===== src/rtl/csa_mac8_pkg.sv =====
// Shared types and the Booth digit decode for the byte-per-cycle MAC.
// Assumes radix-4 recoding: each digit comes from three overlapping bits.
package csa_mac8_pkg;

    // Booth digit: magnitude one, magnitude two, and a negate flag
    typedef struct packed {
        logic neg;
        logic dbl;
        logic sgl;
    } booth_dig_t;

    // Map a group {high, mid, low} to its signed digit in {-2..+2}
    function automatic booth_dig_t booth_decode(input logic [2:0] grp);
        booth_dig_t d;
        d = '0;
        case (grp)
            3'b001, 3'b010: d.sgl = 1'b1;
            3'b011:         d.dbl = 1'b1;
            3'b100: begin
                d.dbl = 1'b1;
                d.neg = 1'b1;
            end
            3'b101, 3'b110: begin
                d.sgl = 1'b1;
                d.neg = 1'b1;
            end
            default:        d = '0;
        endcase
        return d;
    endfunction

endpackage


===== src/rtl/csa_mac8_booth.sv =====
// Booth recoder for one multiplier window.
// Splits the window into 2-bit slices. Each slice is extended downward by
// one bit, and that bit comes from the slice below or, for the lowest
// slice, from the overlap bit kept from the previous cycle.
module csa_mac8_booth
    import csa_mac8_pkg::*;
#(
    parameter int WIN_W  = 8,
    localparam int LAYERS = WIN_W / 2
) (
    input  logic [WIN_W-1:0]        win,
    input  logic                    ovl,
    output booth_dig_t [LAYERS-1:0] digs
);

    // Window extended with the overlap bit below bit 0
    logic [WIN_W:0] ext;
    assign ext = {win, ovl};

    // One decoder per layer, reading three overlapping bits
    for (genvar j = 0; j < LAYERS; j++) begin : g_dec
        assign digs[j] = booth_decode(ext[2*j+2 : 2*j]);
    end

endmodule


===== src/rtl/csa_mac8_csa_layer.sv =====
// One carry-save layer. It adds the multiplicand, scaled by one Booth digit
// and a fixed shift, into a redundant (sum, carry) pair.
// A negative digit adds the bitwise inverse of the scaled multiplicand and
// puts the +1 into the carry LSB, which the left shift of the carries
// leaves free. All arithmetic is modulo 2^W.
module csa_mac8_csa_layer
    import csa_mac8_pkg::*;
#(
    parameter int W     = 32,
    parameter int SHIFT = 0
) (
    input  logic [W-1:0] sum_in,
    input  logic [W-1:0] carry_in,
    input  logic [W-1:0] mcand,
    input  booth_dig_t   dig,
    output logic [W-1:0] sum_out,
    output logic [W-1:0] carry_out
);

    logic [W-1:0] mag;
    logic [W-1:0] addend;
    logic [W-1:0] maj;

    // Select the digit magnitude (0, 1x or 2x) at this layer's weight
    always_comb begin
        if (dig.dbl)      mag = mcand << (SHIFT + 1);
        else if (dig.sgl) mag = mcand << SHIFT;
        else              mag = '0;
    end

    // Invert for a negative digit; the matching +1 goes into carry bit 0
    assign addend = dig.neg ? ~mag : mag;

    // 3:2 compression: bitwise sum and majority carries
    assign sum_out   = sum_in ^ carry_in ^ addend;
    assign maj       = (sum_in & carry_in) | (sum_in & addend) | (carry_in & addend);
    assign carry_out = {maj[W-2:0], dig.neg};

endmodule


===== src/rtl/csa_mac8_ctrl.sv =====
// Sequencer for the MAC. It holds the multiplier shift register and the
// overlap bit, counts iterations and decides when to stop.
// Termination: stop once the bytes still to come are pure sign extension
// of the top bit just consumed, or after the last byte.
module csa_mac8_ctrl #(
    parameter int W        = 32,
    parameter int WIN_W    = 8,
    localparam int MAX_ITER = W / WIN_W,
    localparam int CNT_W    = $clog2(MAX_ITER + 1)
) (
    input  logic             clk,
    input  logic             rst_n,
    input  logic             start,
    input  logic [W-1:0]     mplier,
    output logic             load,
    output logic             step,
    output logic             merge,
    output logic             busy,
    output logic [WIN_W-1:0] win,
    output logic             ovl
);

    typedef enum logic [1:0] {ST_IDLE, ST_ITER, ST_MERGE} st_t;

    st_t              st_q;
    logic [W-1:0]     rs_q;
    logic             ovl_q;
    logic [CNT_W-1:0] cnt_q;
    logic [W-1:0]     rs_next;
    logic             rest_idle;
    logic             last;

    // Strobes to the datapath, decoded from the state
    assign load  = (st_q == ST_IDLE) && start;
    assign step  = (st_q == ST_ITER);
    assign merge = (st_q == ST_MERGE);
    assign busy  = (st_q != ST_IDLE);
    assign win   = rs_q[WIN_W-1:0];
    assign ovl   = ovl_q;

    // Next multiplier contents and the early-stop test
    assign rs_next   = W'($signed(rs_q) >>> WIN_W);
    assign rest_idle = (rs_next == {W{rs_q[WIN_W-1]}});
    assign last      = rest_idle || (cnt_q == CNT_W'(MAX_ITER - 1));

    // State, multiplier shift register, overlap bit and iteration count
    always_ff @(posedge clk) begin
        if (!rst_n) begin
            st_q  <= ST_IDLE;
            rs_q  <= '0;
            ovl_q <= 1'b0;
            cnt_q <= '0;
        end else begin
            case (st_q)
                ST_IDLE: if (start) begin
                    st_q  <= ST_ITER;
                    rs_q  <= mplier;
                    ovl_q <= 1'b0;
                    cnt_q <= '0;
                end
                ST_ITER: begin
                    rs_q  <= rs_next;
                    ovl_q <= rs_q[WIN_W-1];
                    cnt_q <= cnt_q + 1'b1;
                    if (last) st_q <= ST_MERGE;
                end
                default: st_q <= ST_IDLE;
            endcase
        end
    end

endmodule


===== src/rtl/csa_mac8.sv =====
// Top of the byte-per-cycle carry-save multiply-accumulate unit.
// Assumes one operation at a time. Operands are captured on an accepted
// start. The redundant total is held as sum and carry words. Instead of
// rotating the total, the multiplicand is shifted left one byte per cycle,
// so the adder array sees a fixed window. Returns the low W bits.
module csa_mac8
    import csa_mac8_pkg::*;
#(
    parameter int W     = 32,
    parameter int WIN_W = 8
) (
    input  logic         clk,
    input  logic         rst_n,
    input  logic         start,
    input  logic         acc_en,
    input  logic [31:0]  mcand_in,
    input  logic [31:0]  mplier_in,
    input  logic [31:0]  acc_in,
    output logic [31:0]  result,
    output logic         done
);

    localparam int LAYERS = WIN_W / 2;

    logic             load;
    logic             step;
    logic             merge;
    logic             busy;
    logic [WIN_W-1:0] win;
    logic             ovl;
    booth_dig_t [LAYERS-1:0] digs;

    logic [W-1:0] sum_q;
    logic [W-1:0] carry_q;
    logic [W-1:0] mcand_q;
    logic [W-1:0] result_q;
    logic         done_q;

    logic [W-1:0] s_chain [LAYERS+1];
    logic [W-1:0] c_chain [LAYERS+1];

    csa_mac8_ctrl #(.W(W), .WIN_W(WIN_W)) u_ctrl (
        .clk    (clk),
        .rst_n  (rst_n),
        .start  (start),
        .mplier (mplier_in),
        .load   (load),
        .step   (step),
        .merge  (merge),
        .busy   (busy),
        .win    (win),
        .ovl    (ovl)
    );

    csa_mac8_booth #(.WIN_W(WIN_W)) u_booth (
        .win  (win),
        .ovl  (ovl),
        .digs (digs)
    );

    // Feed the array with the running redundant total
    assign s_chain[0] = sum_q;
    assign c_chain[0] = carry_q;

    // Cascade of carry-save layers, each two multiplier bits further up
    for (genvar j = 0; j < LAYERS; j++) begin : g_layer
        csa_mac8_csa_layer #(.W(W), .SHIFT(2*j)) u_layer (
            .sum_in    (s_chain[j]),
            .carry_in  (c_chain[j]),
            .mcand     (mcand_q),
            .dig       (digs[j]),
            .sum_out   (s_chain[j+1]),
            .carry_out (c_chain[j+1])
        );
    end

    // Redundant total and multiplicand alignment
    always_ff @(posedge clk) begin
        if (!rst_n) begin
            sum_q   <= '0;
            carry_q <= '0;
            mcand_q <= '0;
        end else if (load) begin
            sum_q   <= acc_en ? acc_in : '0;
            carry_q <= '0;
            mcand_q <= mcand_in;
        end else if (step) begin
            sum_q   <= s_chain[LAYERS];
            carry_q <= c_chain[LAYERS];
            mcand_q <= mcand_q << WIN_W;
        end
    end

    // Final carry-propagate merge and completion pulse
    always_ff @(posedge clk) begin
        if (!rst_n) begin
            result_q <= '0;
            done_q   <= 1'b0;
        end else begin
            done_q <= merge;
            if (merge) result_q <= sum_q + carry_q;
        end
    end

    assign result = result_q;
    assign done   = done_q;

endmodule


===== config.mk =====
export PLATFORM = sky130hd
export DESIGN_NAME = csa_mac8
export DESIGN_NICKNAME = d
export VERILOG_FILES = /design/src/rtl/csa_mac8_pkg.sv /design/src/rtl/csa_mac8_booth.sv /design/src/rtl/csa_mac8_csa_layer.sv /design/src/rtl/csa_mac8_ctrl.sv /design/src/rtl/csa_mac8.sv
export SDC_FILE = /design/constraint.sdc
export NUM_CORES = 1
export LEC_CHECK = 0
export BUFFER_PORTS_ARGS = -buffer_cell sky130_fd_sc_hd__buf_2
export CAP_MARGIN = 10
export CORE_MARGIN = 5
export CORE_UTILIZATION = 25
export CTS_BUF_LIST = sky130_fd_sc_hd__clkbuf_8
export CTS_CLUSTER_DIAMETER = 40
export DETAILED_ROUTE_END_ITERATION = 12
export SKIP_LAST_GASP = 1
export SLEW_MARGIN = 20
export SYNTH_ARGS = -nofsm -noshare
export SYNTH_HDL_FRONTEND = slang
export SYNTH_SLANG_ARGS = --single-unit
export TNS_END_PERCENT = 30

===== constraint.sdc =====
create_clock -name clk -period 3.55 [get_ports clk]
set_input_delay 1.065 -clock clk [delete_from_list [all_inputs] [get_ports clk]]
set_output_delay 1.065 -clock clk [all_outputs]
set_load 0.05 [all_outputs]

# == Word level (Yosys, flattened, before mapping) ==
# Cells that the tools add are included.
# classes
add_sub_neg,2
eq_ne,30
muxes,38
n_bitwise,34
n_reduce_logical,21
# op_table
cell,n
32-bit two-way mux,18
31-bit AND,12
32-bit XOR,8
31-bit bitwise OR,8
32-bit NOT,4
32-bit one-hot mux with 2 select lines,1
"3-bit == test, second input constant",12
32-bit adder,1
32-bit == test,1
"3-bit by 2-bit == test with 1-bit output, second input constant",9
4-bit OR reduction,4
1-bit two-way mux,13
"3-bit by 1-bit == test with 1-bit output, second input constant",4
3-bit OR reduction,4
2-bit OR reduction,5
3-bit one-hot mux with 2 select lines,1
2-bit two-way mux,2
2-bit one-hot mux with 2 select lines,1
2-bit AND reduction,2
2-bit nonzero test,2
"3-bit by 1-bit adder with 3-bit output, second input constant",1
3-bit two-way mux,1
3-bit AND reduction,1
"2-bit by 1-bit == test with 1-bit output, second input constant",1
other kinds (8),9
# totals
reg_bits,167
in_bits,100
output_inout_bits,33
word_cells,135

# == Logic depth before layout (Yosys ltp) ==
# Gate-level depths: netlist (run 1).
# depth
word_depth,20
mapped_depth,17

# == Modules after synthesis ==
# A second synthesis (run 1) with hierarchy kept.
# hier_totals
hier_cells,1933
area_unflattened_um2,15935.3
# modules_own_cells
mod,n_inst,cells_each,area_per_inst_um2
csa_mac8,1,801,6956.7
csa_mac8_csa_layer (g_layer[0].u_layer),1,238,1900.6
csa_mac8_ctrl,1,234,1854.3
csa_mac8_csa_layer (g_layer[1].u_layer),1,225,1742.9
csa_mac8_csa_layer (g_layer[2].u_layer),1,212,1685.4
csa_mac8_csa_layer (g_layer[3].u_layer),1,200,1624.1
csa_mac8_booth,1,23,171.4

# == Least setup slack after synthesis (run 1) ==
# No wires, ideal clock.
# synth_path
path_kind,reg2reg
from,register u_ctrl.rs_q[1]
to,register sum_q[31]
t_arrival_ns,3.845
t_required_ns,3.435
setup_slack_ns,-0.410
path_stages_with_launch,17
n_path_buf,2
synth_period_minus_slack_ns,3.960
path_cell_list,dfxtp_1 > buf_1 > buf_1 > xor2_1 > a22oi_1 > o21ai_0 > fa_1 > fa_1 > fa_1 > xnor2_1 > xnor2_1 > xnor2_1 > xnor2_1 > xnor2_1 > xnor2_1 > a211oi_1 > o21a_1
# synth_between
elab_chain_len,20
elab_cells_between_ends,55
classes_between,eq/ne: 12; mux: 14; bitwise: 23; reduce/logical: 6
# synth_rtl
element,line_no,source
start: declaration,csa_mac8_ctrl.sv:26,logic [W-1:0] rs_q;
start signal: assignment,csa_mac8_ctrl.sv:57,rs_q <= mplier;
start signal: assignment,csa_mac8_ctrl.sv:62,rs_q <= rs_next;
3-bit by 1-bit == test with 1-bit output (tied with other cells),csa_mac8_pkg.sv:16,case (grp)
4-bit OR reduction (no source line),--,
1-bit two-way mux,csa_mac8_pkg.sv:16,
32-bit two-way mux,csa_mac8_csa_layer.sv:27,else if (dig.sgl) mag = mcand << SHIFT;
32-bit two-way mux,csa_mac8_csa_layer.sv:26,if (dig.dbl) mag = mcand << (SHIFT + 1);
32-bit NOT,csa_mac8_csa_layer.sv:32,assign addend = dig.neg ? ~mag : mag;
32-bit two-way mux,csa_mac8_csa_layer.sv:32,
31-bit AND,csa_mac8_csa_layer.sv:36,assign maj = (sum_in & carry_in) | (sum_in & addend) | (carry_in & addend);
31-bit bitwise OR (2 in a row),csa_mac8_csa_layer.sv:36,
31-bit AND,csa_mac8_csa_layer.sv:36,
31-bit bitwise OR (2 in a row),csa_mac8_csa_layer.sv:36,
31-bit AND,csa_mac8_csa_layer.sv:36,
31-bit bitwise OR (2 in a row),csa_mac8_csa_layer.sv:36,
32-bit XOR * (2 in a row),csa_mac8_csa_layer.sv:35,assign sum_out = sum_in ^ carry_in ^ addend;
32-bit two-way mux *,csa_mac8.sv:87,end else if (step) begin
32-bit two-way mux *,csa_mac8.sv:83,end else if (load) begin
end signal: assignment,csa_mac8.sv:84,sum_q <= acc_en ? acc_in : '0;
end signal: assignment,csa_mac8.sv:88,sum_q <= s_chain[LAYERS];
end: declaration,csa_mac8.sv:33,logic [W-1:0] sum_q;
# Every way passes the cells marked *; elsewhere a longest branch is shown, timed or not. The select of a mux whose other input is x is not followed.
# A chain may end at the register's enable or synchronous reset.

# == Worst setup path in the final report (run 1) ==
# layout_path
from,register u_ctrl.rs_q[1]
to,register sum_q[8]
# Same word-level chain as after synthesis.

==> out/qor.txt, run 1 <==
diode count -> 0
CTS tree -> built
routed wire length -> 47500 um
endpoint class of the critical path -> register
clock sink count -> 167
Layout Utilization -> 0.300
top cell type's share of synthesized area -> 0.238
Die X -> 247 um
Via Count -> 13033
FP Rows -> 87
Final Cycle Share -> 1.04
# fillers -> 6011
Core Footprint -> 56100 sq um
Max IR drop VDD -> 0.260 mV
asr flop ratio synth -> 0
Max-Cap Viols -> 0
Post-DRT Antenna Nets -> 0
vias per cell -> 4.90
GRT overflow -> 0
prevailing post-synth register cell -> dfxtp_1
Cell Pwr Density -> 468 nW/um^2
post-DP HPWL -> 36200 um
R2R setup slack -> -140 ps
leakage power -> 6.88 nW
Hold Path Class -> reg2reg
clk_skew -> 20.0 ps
Post-Syn Nets -> 2048
dpl ws -> -339 ps
synthesized instance count -> 1787
GPL Wtd Cong -> 0.894
clock buffer depth -> 2
setup ws final -> -137 ps
Layout area overhead -> 19.7%
Seq/Total Area, Yosys -> 0.238
Nets -> 2151
placed inst area -> 16000 sq um
synthesized area per cell -> 7.87 sq um
Post-Syn Area -> 14100 sq um
Synth area leaders -> dfxtp_1 (24%), fa_1 (18%), nand2_1 (7.6%)
Min Hold Slack -> 452 ps
setup TNS -> -1100 ps
capture point of the worst reg-to-reg path -> sum_q[8]
Slew Viols, Final -> 0
overall routing resource usage -> 0.155
final hold violations -> 0
unrepaired setup endpoints after global routing -> yes
crit start category -> register
post-synthesis register bit count -> 167
post-synth cell types -> 57
fin crit period -> 3690 ps
DRC -> 0
htree depth -> 4
register area -> 3360 sq um
IO Count -> 133
height of the die -> 247 um
YS warnings -> 0
Max Freq -> 271 MHz
hold depth -> 2
Critical Path AT -> 4120 ps
routed len/inst -> 17.9 um
clk_lat worst skew -> 520 ps
initial drt markers -> 1034
pin slew with the least headroom to its limit -> 1010 ps
layout cells sized above 1 -> 0.183
I/O Buffers -> 132
worst hold start -> result[18]
initial antenna violation count -> 4
Synth area leader -> dfxtp_1
CTS Buf Count -> 17
Die Area -> 61100 sq um
Starting Density -> 0.251
slew margin rel. -> 0.328
Final Instance Area -> 16800 sq um
DR pass1 iterations -> 6
violated checks -> setup timing
worst setup path category -> reg2reg
CTS Root Cell -> clkbuf_8
status -> complete, but fails checks
largest net degree at the start of global routing -> 117
first-pass GRT wire length -> 74600 um
worst hold endpoint -> result[18]
RR Startpoint -> u_ctrl.rs_q[1]
highest fanout seen on the critical path -> 14
vias in the first global route -> 12887
# setup viols final -> 20
Required @ worst endpoint -> 3980 ps
Multi-input gate area -> 9980 sq um
Worst R2R Path Depth -> 13
Clock transition at path regs -> 100 ps
Post-synth EDFFs -> 0
## cells in the mapped netlist (2+ instances only)
library cell / instances
nand2b_1: 10
nand3_1: 33
nor2b_1: 5
nand4_1: 5
ha_1: 38
o21bai_1: 2
and2_1: 2
clkbuf_1: 127
nor2_1: 168
o21a_1: 4
o211ai_1: 4
xnor2_1: 99
xor2_1: 49
nor3_1: 11
a21o_1: 8
o31ai_4: 2
buf_1: 23
fa_1: 123
a31oi_1: 17
a311oi_1: 52
a22oi_1: 55
nor4_1: 3
o31ai_1: 4
or3_1: 4
a21oi_1: 168
a21boi_0: 2
o21ai_1: 4
nand2_1: 283
inv_1: 132
and3_1: 33
a211oi_1: 65
o21ai_0: 56
o221ai_1: 5
nor2_2: 2
dfxtp_1: 167
## routing by layer
metal | routed length [um] | global-route usage | vias up
met3 | 2570 | 0.0243 | 82
met5 | 36 | 0 | -
met4 | 1340 | 0.0499 | 6
li1 | - | - | 6234
met1 | 21600 | 0.211 | 6301
met2 | 22000 | 0.253 | 410
## critical path: stages (launching register included)
cell and delay, ps:
dfxtp_4 400, inv_1 60, or3_4 380, buf_6 200, o21ai_2 180, buf_4 140, fa_1 390, inv_1 100
fa_1 430, fa_1 480, inv_1 50, fa_1 470, nand2_1 60, a311oi_1 260
## timing repair
| item | in CTS | in global routing |
|---|---|---|
| pin swaps | 17 | 30 |
| cloned | 2 | 1 |
| resized for setup | 60 | 39 |
| buffers inserted | 3 | 0 |
| endpoints found under the setup margin | 43 | 34 |
| hold buffers | 0 | 0 |
## through the flow
step	total power, W	instances
floorplan	0.00511	1787
global route	0.00860	2659
detailed placement	0.00626	2621
global placement	0.00615	2621
CTS	0.00789	2658
finish	0.00789	2659
## worst max-delay path by stage
stage	end	from
2_1_floorplan	sum_q[31]	u_ctrl.rs_q[0]
3_3_place_gp	sum_q[8]	u_ctrl.rs_q[1]
3_5_place_dp	sum_q[8]	u_ctrl.rs_q[1]
4_1_cts	sum_q[26]	u_ctrl.rs_q[1]
5_1_grt	sum_q[31]	u_ctrl.rs_q[1]
6_report	sum_q[8]	u_ctrl.rs_q[1]
## flip-flops by register name, indices dropped and copies added, names as in the netlist, 2 cells and up
register,cells
sum_q,32
result,32
mcand_q,32
u_ctrl.rs_q,32
u_ctrl.cnt_q,3
u_ctrl.st_q,2
carry_q,32
## layout make-up
class,instances,area share
clock inverter,15,0.0114
multi-input combinational,1336,0.593
inverter,133,0.0297
clock buffer,17,0.0139
tap,756,0.0562
sequential,167,0.199
timing repair buffer,235,0.0969
## where the power goes
group	switching, W	leakage, nW	internal [W]	total [W]
clock	0.000840	0.216	0.000712	0.00155
combinational	0.00238	5.30	0.00165	0.00403
sequential	0.000252	1.37	0.00206	0.00231
total	0.00347	6.88	0.00442	0.00789
## kinds of logic (layout without fill, tap and decap cells)
| family | count (synthesis) | after routing | synth area share |
|---|---|---|---|
| AND/OR/NAND/NOR | 564 | 564 | 0.168 |
| AO/OA/AOI/OAI | 461 | 461 | 0.216 |
| buffers and inverters | 284 | 400 | 0.0759 |
| flip-flops | 167 | 167 | 0.238 |
| adder cells (fa/ha/maj) | 161 | 161 | 0.209 |
| XOR/XNOR | 148 | 148 | 0.0921 |
| multiplexers | 2 | 2 | 0.00151 |
## layout by cell type, fill, tap and decap left out, types with 4 or more instances in the layout
cell type,synthesis,final
fa_1,123,119
a21oi_1,168,168
fa_2,0,4
nand4_1,5,5
xor2_1,49,48
a311oi_2,0,6
o21ai_0,56,34
o211ai_1,4,4
a311oi_1,52,46
xnor2_1,99,96
o221ai_1,5,5
clkbuf_8,0,17
a211oi_1,65,57
inv_1,132,128
a31oi_1,17,17
buf_2,1,132
a22oi_2,0,13
nand3_1,33,33
o21ai_2,0,14
inv_2,1,4
nor2_1,168,167
nand2b_1,10,9
ha_1,38,38
a21o_1,8,8
o31ai_1,4,4
dfxtp_1,167,163
nand2_1,283,281
a22oi_1,55,42
inv_6,0,4
o21ai_1,4,10
o21a_1,4,4
clkinv_2,0,4
nor3_1,11,11
buf_4,0,83
buf_12,0,7
buf_6,0,7
a211oi_2,1,9
and3_1,33,33
Power figures use the tool's default switching activity.
==> inputs of run 2 (changes only) <==
--- a/config.mk
+++ b/config.mk
@@ -12,9 +12,10 @@
 export CTS_BUF_LIST = sky130_fd_sc_hd__clkbuf_8
 export CTS_CLUSTER_DIAMETER = 40
 export DETAILED_ROUTE_END_ITERATION = 12
+export GPL_ROUTABILITY_DRIVEN = 0
 export SKIP_LAST_GASP = 1
 export SLEW_MARGIN = 20
 export SYNTH_ARGS = -nofsm -noshare
 export SYNTH_HDL_FRONTEND = slang
 export SYNTH_SLANG_ARGS = --single-unit
-export TNS_END_PERCENT = 30
+export TNS_END_PERCENT = 100
==> constraint.sdc (replaced) <==
create_clock -name clk -period 3.55 [get_ports clk]
set_input_delay 0.5325 -clock clk [delete_from_list [all_inputs] [get_ports clk]]
set_output_delay 0.5325 -clock clk [all_outputs]
set_load 0.05 [all_outputs]
==> run 2 against run 1 <==
  * The run still ends with setup timing left
  * Count of clock-buffer cells in the layout unchanged
  * Routed wire length is 0.28% higher
  * Global-route usage fell by 0.10 points
  * Fmax down 0.92%
  * Critical path depth rose by 2
  * Worst hold slack lost 220 ps
  * Non-clock buffer count grew 2
  * Flip-flop and latch count unchanged
  * Via count decreased by 0.41%
  * Final cell count is 0.11% higher
  * Highest routed layer unchanged
  * Critical path type unchanged
  * First-iteration DRC count decreased by 14%
==> out/qor.txt, run 2 (same netlist as run 1, synthesis figures left out) <==
status -> complete, but fails checks
violated checks -> setup timing
commonest non-fill, non-tap cell in the layout -> nand2_1
sw power -> 0.00345 W
vias per cell -> 4.88
Switching Fraction -> 0.436
DR pass1 iterations -> 5
htree depth -> 4
largest net degree at the start of global routing -> 93
Layout Cells excl Fill -> 2662
Critical Path AT -> 4150 ps
overall routing resource usage -> 0.154
clock buffer depth -> 2
cell-internal power -> 0.00447 W
total power -> 0.00792 W
Layout area overhead -> 19.0%
Clock transition at path regs -> 100 ps
final hold violations -> 0
Multi-input gate area -> 9980 sq um
height of the die -> 247 um
Core Footprint -> 56100 sq um
clock sink count -> 167
crit start category -> register
FP Rows -> 87
vias in the first global route -> 12856
Max Freq -> 269 MHz
CTS tree -> built
routed wire length -> 47700 um
Max IR drop VDD -> 0.277 mV
highest fanout seen on the critical path -> 5
unrepaired setup endpoints after global routing -> yes
Starting Density -> 0.251
Comb pwr share -> 0.507
first-pass GRT wire length -> 74400 um
# fillers -> 6018
CTS Hold Buffers Added -> 0
most frequent cells in the layout -> nand2_1 (282), a21oi_1 (167), nor2_1 (167)
Final Cycle Share -> 1.05
Nets -> 2153
leakage power -> 6.85 nW
post-DP HPWL -> 36200 um
endpoint class of the critical path -> register
initial antenna violation count -> 2
clk_skew -> 23.6 ps
Required @ worst endpoint -> 3980 ps
Via Count -> 12980
GRT overflow -> 0
DRC -> 0
power share of the sequential group -> 0.292
CTS Buf Count -> 17
dpl ws -> -398 ps
# setup viols final -> 19
Die X -> 247 um
initial drt markers -> 894
Min Hold Slack -> 234 ps
Cell Pwr Density -> 473 nW/um^2
Slew Viols, Final -> 0
Final Instance Area -> 16700 sq um
CTS Root Cell -> clkbuf_8
I/O Buffers -> 132
Post-DRT Antenna Nets -> 0
clk_lat worst skew -> 530 ps
Clock power frac -> 0.201
worst setup path category -> reg2reg
pin slew with the least headroom to its limit -> 1070 ps
fin crit period -> 3720 ps
slew margin rel. -> 0.288
Cells after DPL -> 2623
Hold Path Class -> in2reg
routed len/inst -> 17.9 um
Max-Cap Viols -> 0
register area -> 3350 sq um
setup ws final -> -171 ps
layout cells sized above 1 -> 0.182
IO Count -> 133
Die Area -> 61100 sq um
placed inst area -> 15900 sq um
[run 2: changes by cell type in the layout (fill, tap and decap cells not counted), sizes merged]
| cell | previous run | this run |
|---|---|---|
| clkinvlp | 1 | 0 |
| bufinv | 3 | 4 |
| buf | 233 | 237 |
| diode | 0 | 1 |
| bufbuf | 1 | 0 |
| clkinv | 7 | 6 |
| inv | 137 | 138 |
| clkbuf | 18 | 17 |
[run 2: area by class of cell]
| type | instances | area share |
|---|---|---|
| diodes | 1 | 0.000149 |
| clock buffers | 17 | 0.0140 |
| clock inverters | 15 | 0.0119 |
| inverters | 133 | 0.0299 |
| multi-input cells | 1336 | 0.596 |
| flip-flops and latches | 167 | 0.200 |
| well taps | 756 | 0.0565 |
| repair buffers | 237 | 0.0914 |
[run 2: power groups by stage]
stage	sequential [W]	combinational (W)	clock [W]
finish	0.00231	0.00402	0.00159
global route	0.00234	0.00460	0.00170
CTS	0.00231	0.00394	0.00163
detailed placement	0.00235	0.00388	0
global placement	0.00235	0.00378	0
floorplan	0.00229	0.00282	0
[run 2: critical path, cell delays in order (launching register included)]
cell      delay (ps)
dfxtp_4          380
buf_6            130
buf_4            140
xor2_1           160
a221o_1          340
fa_1             390
fa_1             500
fa_2             370
xnor2_2          140
xnor2_1          180
xnor2_1          160
xnor2_1          160
xnor2_1          160
xnor2_1          140
a211oi_1          90
o21a_1           200
[run 2: through the flow]
step	utilization	setup TNS [ps]
global route	0.299	-5140
floorplan	-	-116
detailed placement	0.284	-6610
CTS	0.293	-889
global placement	0.284	-3760
finish	0.299	-954
[run 2: what timing repair did]
action                                  CTS  global route
setup buffers                             1             5
resized for setup                        39            61
pin swaps                                 3            17
endpoints found under the setup margin   40            33
[run 2: final timing paths]
path	start	to	slack, ps	cells after the start
worst max-delay path	u_ctrl.rs_q[1]	sum_q[31]	-170	15
worst min-delay path	mcand_in[1]	mcand_q[1]	230	3
worst max register to register	u_ctrl.rs_q[1]	sum_q[31]	-170	15
worst min register to register	result[9]	result[9]	450	2
[run 2: routing by layer]
| layer | share of wire | global-route usage |
|---|---|---|
| met3 | 0.051 | 0.0294 |
| met1 | 0.46 | 0.210 |
| met5 | 0.00036 | 0 |
| met2 | 0.47 | 0.252 |
| met4 | 0.019 | 0.0379 |
==> inputs of run 3 (changes only) <==
--- a/config.mk
+++ b/config.mk
@@ -9,7 +9,7 @@
 export CAP_MARGIN = 10
 export CORE_MARGIN = 5
 export CORE_UTILIZATION = 25
-export CTS_BUF_LIST = sky130_fd_sc_hd__clkbuf_8
+export CTS_BUF_LIST = sky130_fd_sc_hd__clkbuf_4
 export CTS_CLUSTER_DIAMETER = 40
 export DETAILED_ROUTE_END_ITERATION = 12
 export GPL_ROUTABILITY_DRIVEN = 0
==> run 3 against run 2 <==
  * Sequential share of layout area grew 0.17 points
  * Non-clock buffer count grew 1
  * The flow still finishes with violations (setup timing)
  * Largest power group unchanged
  * Via count is essentially flat
  * Flip-flop and latch count is the same
  * Clock power shrank 13%
==> out/qor.txt, run 3 (same netlist as run 1, synthesis figures left out) <==
routed len/inst -> 17.9 um
vias in the first global route -> 12949
endpoint class of the critical path -> register
dpl ws -> -398 ps
first-pass GRT wire length -> 74400 um
Die Area -> 61100 sq um
fin crit period -> 3670 ps
layout cells sized above 1 -> 0.184
htree depth -> 4
height of the die -> 247 um
overall routing resource usage -> 0.154
status -> complete, but fails checks
Max Freq -> 272 MHz
commonest non-fill, non-tap cell in the layout -> nand2_1
crit start category -> register
Starting Density -> 0.251
initial antenna violation count -> 4
initial drt markers -> 965
unrepaired setup endpoints after global routing -> yes
clock sink count -> 167
Critical Path AT -> 4270 ps
Post-DRT Antenna Nets -> 0
Hold Path Class -> in2reg
register area -> 3350 sq um
Core Footprint -> 56100 sq um
Max IR drop VDD -> 0.238 mV
FP Rows -> 87
pin slew with the least headroom to its limit -> 1050 ps
CP max stage cell -> fa_1
Required @ worst endpoint -> 4150 ps
Via Count -> 12976
# fillers -> 6030
routed wire length -> 47600 um
Slew Viols, Final -> 0
Max-Cap Viols -> 0
crit path cell chain -> inv_2 -> or3_4 -> nor2_4 -> a221oi_2 -> fa_1 -> inv_2 -> fa_1 -> fa_2 -> xnor2_2 -> xnor2_1 -> xnor2_1 -> xnor2_1 -> xnor2_1 -> xnor2_1 -> a211oi_1 -> o21a_1
Die X -> 247 um
slew margin rel. -> 0.298
highest fanout seen on the critical path -> 7
CTS tree -> built
clk_lat worst skew -> 700 ps
GRT overflow -> 0
most frequent cells in the layout -> nand2_1 (282), a21oi_1 (167), nor2_1 (166)
Nets -> 2154
Crit path largest cell delay -> 510 ps
clk_skew -> 35.6 ps
setup TNS -> -954 ps
final hold violations -> 0
IO Count -> 133
largest net degree at the start of global routing -> 93
Worst path most repeated cell -> xnor2_1
setup ws final -> -120 ps
clock buffer depth -> 2
Cell Pwr Density -> 463 nW/um^2
Final Cycle Share -> 1.03
DR pass1 iterations -> 6
CTS Root Cell -> clkbuf_4
Clock transition at path regs -> 160 ps
violated checks -> setup timing
vias per cell -> 4.87
DRC -> 0
Multi-input gate area -> 9960 sq um
CTS Buf Count -> 17
# setup viols final -> 18
I/O Buffers -> 132
worst setup path category -> reg2reg
Layout area overhead -> 18.2%
post-DP HPWL -> 36200 um
leakage power -> 6.79 nW
-- run 3: cell types whose count changed in the layout (fill, tap and decap cells not counted), sizes merged --
cell | before | now
diode | 1 | 4
inv | 138 | 136
buf | 237 | 238
clkbuf | 17 | 19
-- run 3: report_power, final --
group	total (W)	leakage, nW	switching [W]	internal, W
clock network	0.00139	0.182	0.000803	0.000585
logic	0.00399	5.24	0.00237	0.00162
registers	0.00231	1.37	0.000250	0.00206
-- run 3: worst max-delay path, delay by kind of cell (launching register included) --
kind | cells | cell delay (ps)
xor+xnor | 6 | 940
buf+inv | 2 | 80
fa+ha+maj | 3 | 1320
compound gates | 3 | 330
simple gates | 2 | 510
flops | 1 | 410
-- run 3: final cells by class --
class / instances / area share
Multi-Input combinational cell: 1336 / 0.599
Timing Repair Buffer: 238 / 0.0912
Sequential cell: 167 / 0.202
Antenna cell: 4 / 0.000602
Clock buffer: 19 / 0.00858
Inverter: 133 / 0.0301
Clock inverter: 13 / 0.0115
Tap cell: 756 / 0.0569
-- run 3: routing by layer --
metal / part of all wire / up-vias / global-route usage
met1: 0.46 / 6345 / 0.209
li1: - / 6237 / -
met3: 0.060 / 53 / 0.0311
met2: 0.47 / 339 / 0.252
met5: 0.00034 / - / 0
met4: 0.017 / 2 / 0.0370
-- run 3: path summary, 6_finish.rpt --
path / startpoint / slack (ps) / endpoint / depth (start not counted)
setup / recovery: u_ctrl.rs_q[1] / -120 / sum_q[31] / 16
hold / removal: mcand_in[1] / 60 / mcand_q[1] / 3
setup reg to reg: u_ctrl.rs_q[1] / -120 / sum_q[31] / 16
hold reg to reg: result[9] / 460 / result[9] / 2
-- run 3: per-stage QoR --
step	utilization	cell area (sq um)	hold WS (ps)	total power, W	instances
floorplan	-	14100	437	0.00511	1787
global placement	0.284	15900	438	0.00613	2623
detailed placement	0.284	15900	445	0.00624	2623
CTS	0.292	16400	18.0	0.00768	2656
global route	0.296	16600	5.59	0.00841	2665
finish	0.296	16600	59.3	0.00769	2666
-- run 3: repair_timing --
action | 4_1_cts | 5_1_grt
setup endpoints to repair | 42 | 36
gates resized for setup | 50 | 47
hold buffers | 0 | 0
buffers inserted | 1 | 6
pin swaps | 6 | 14
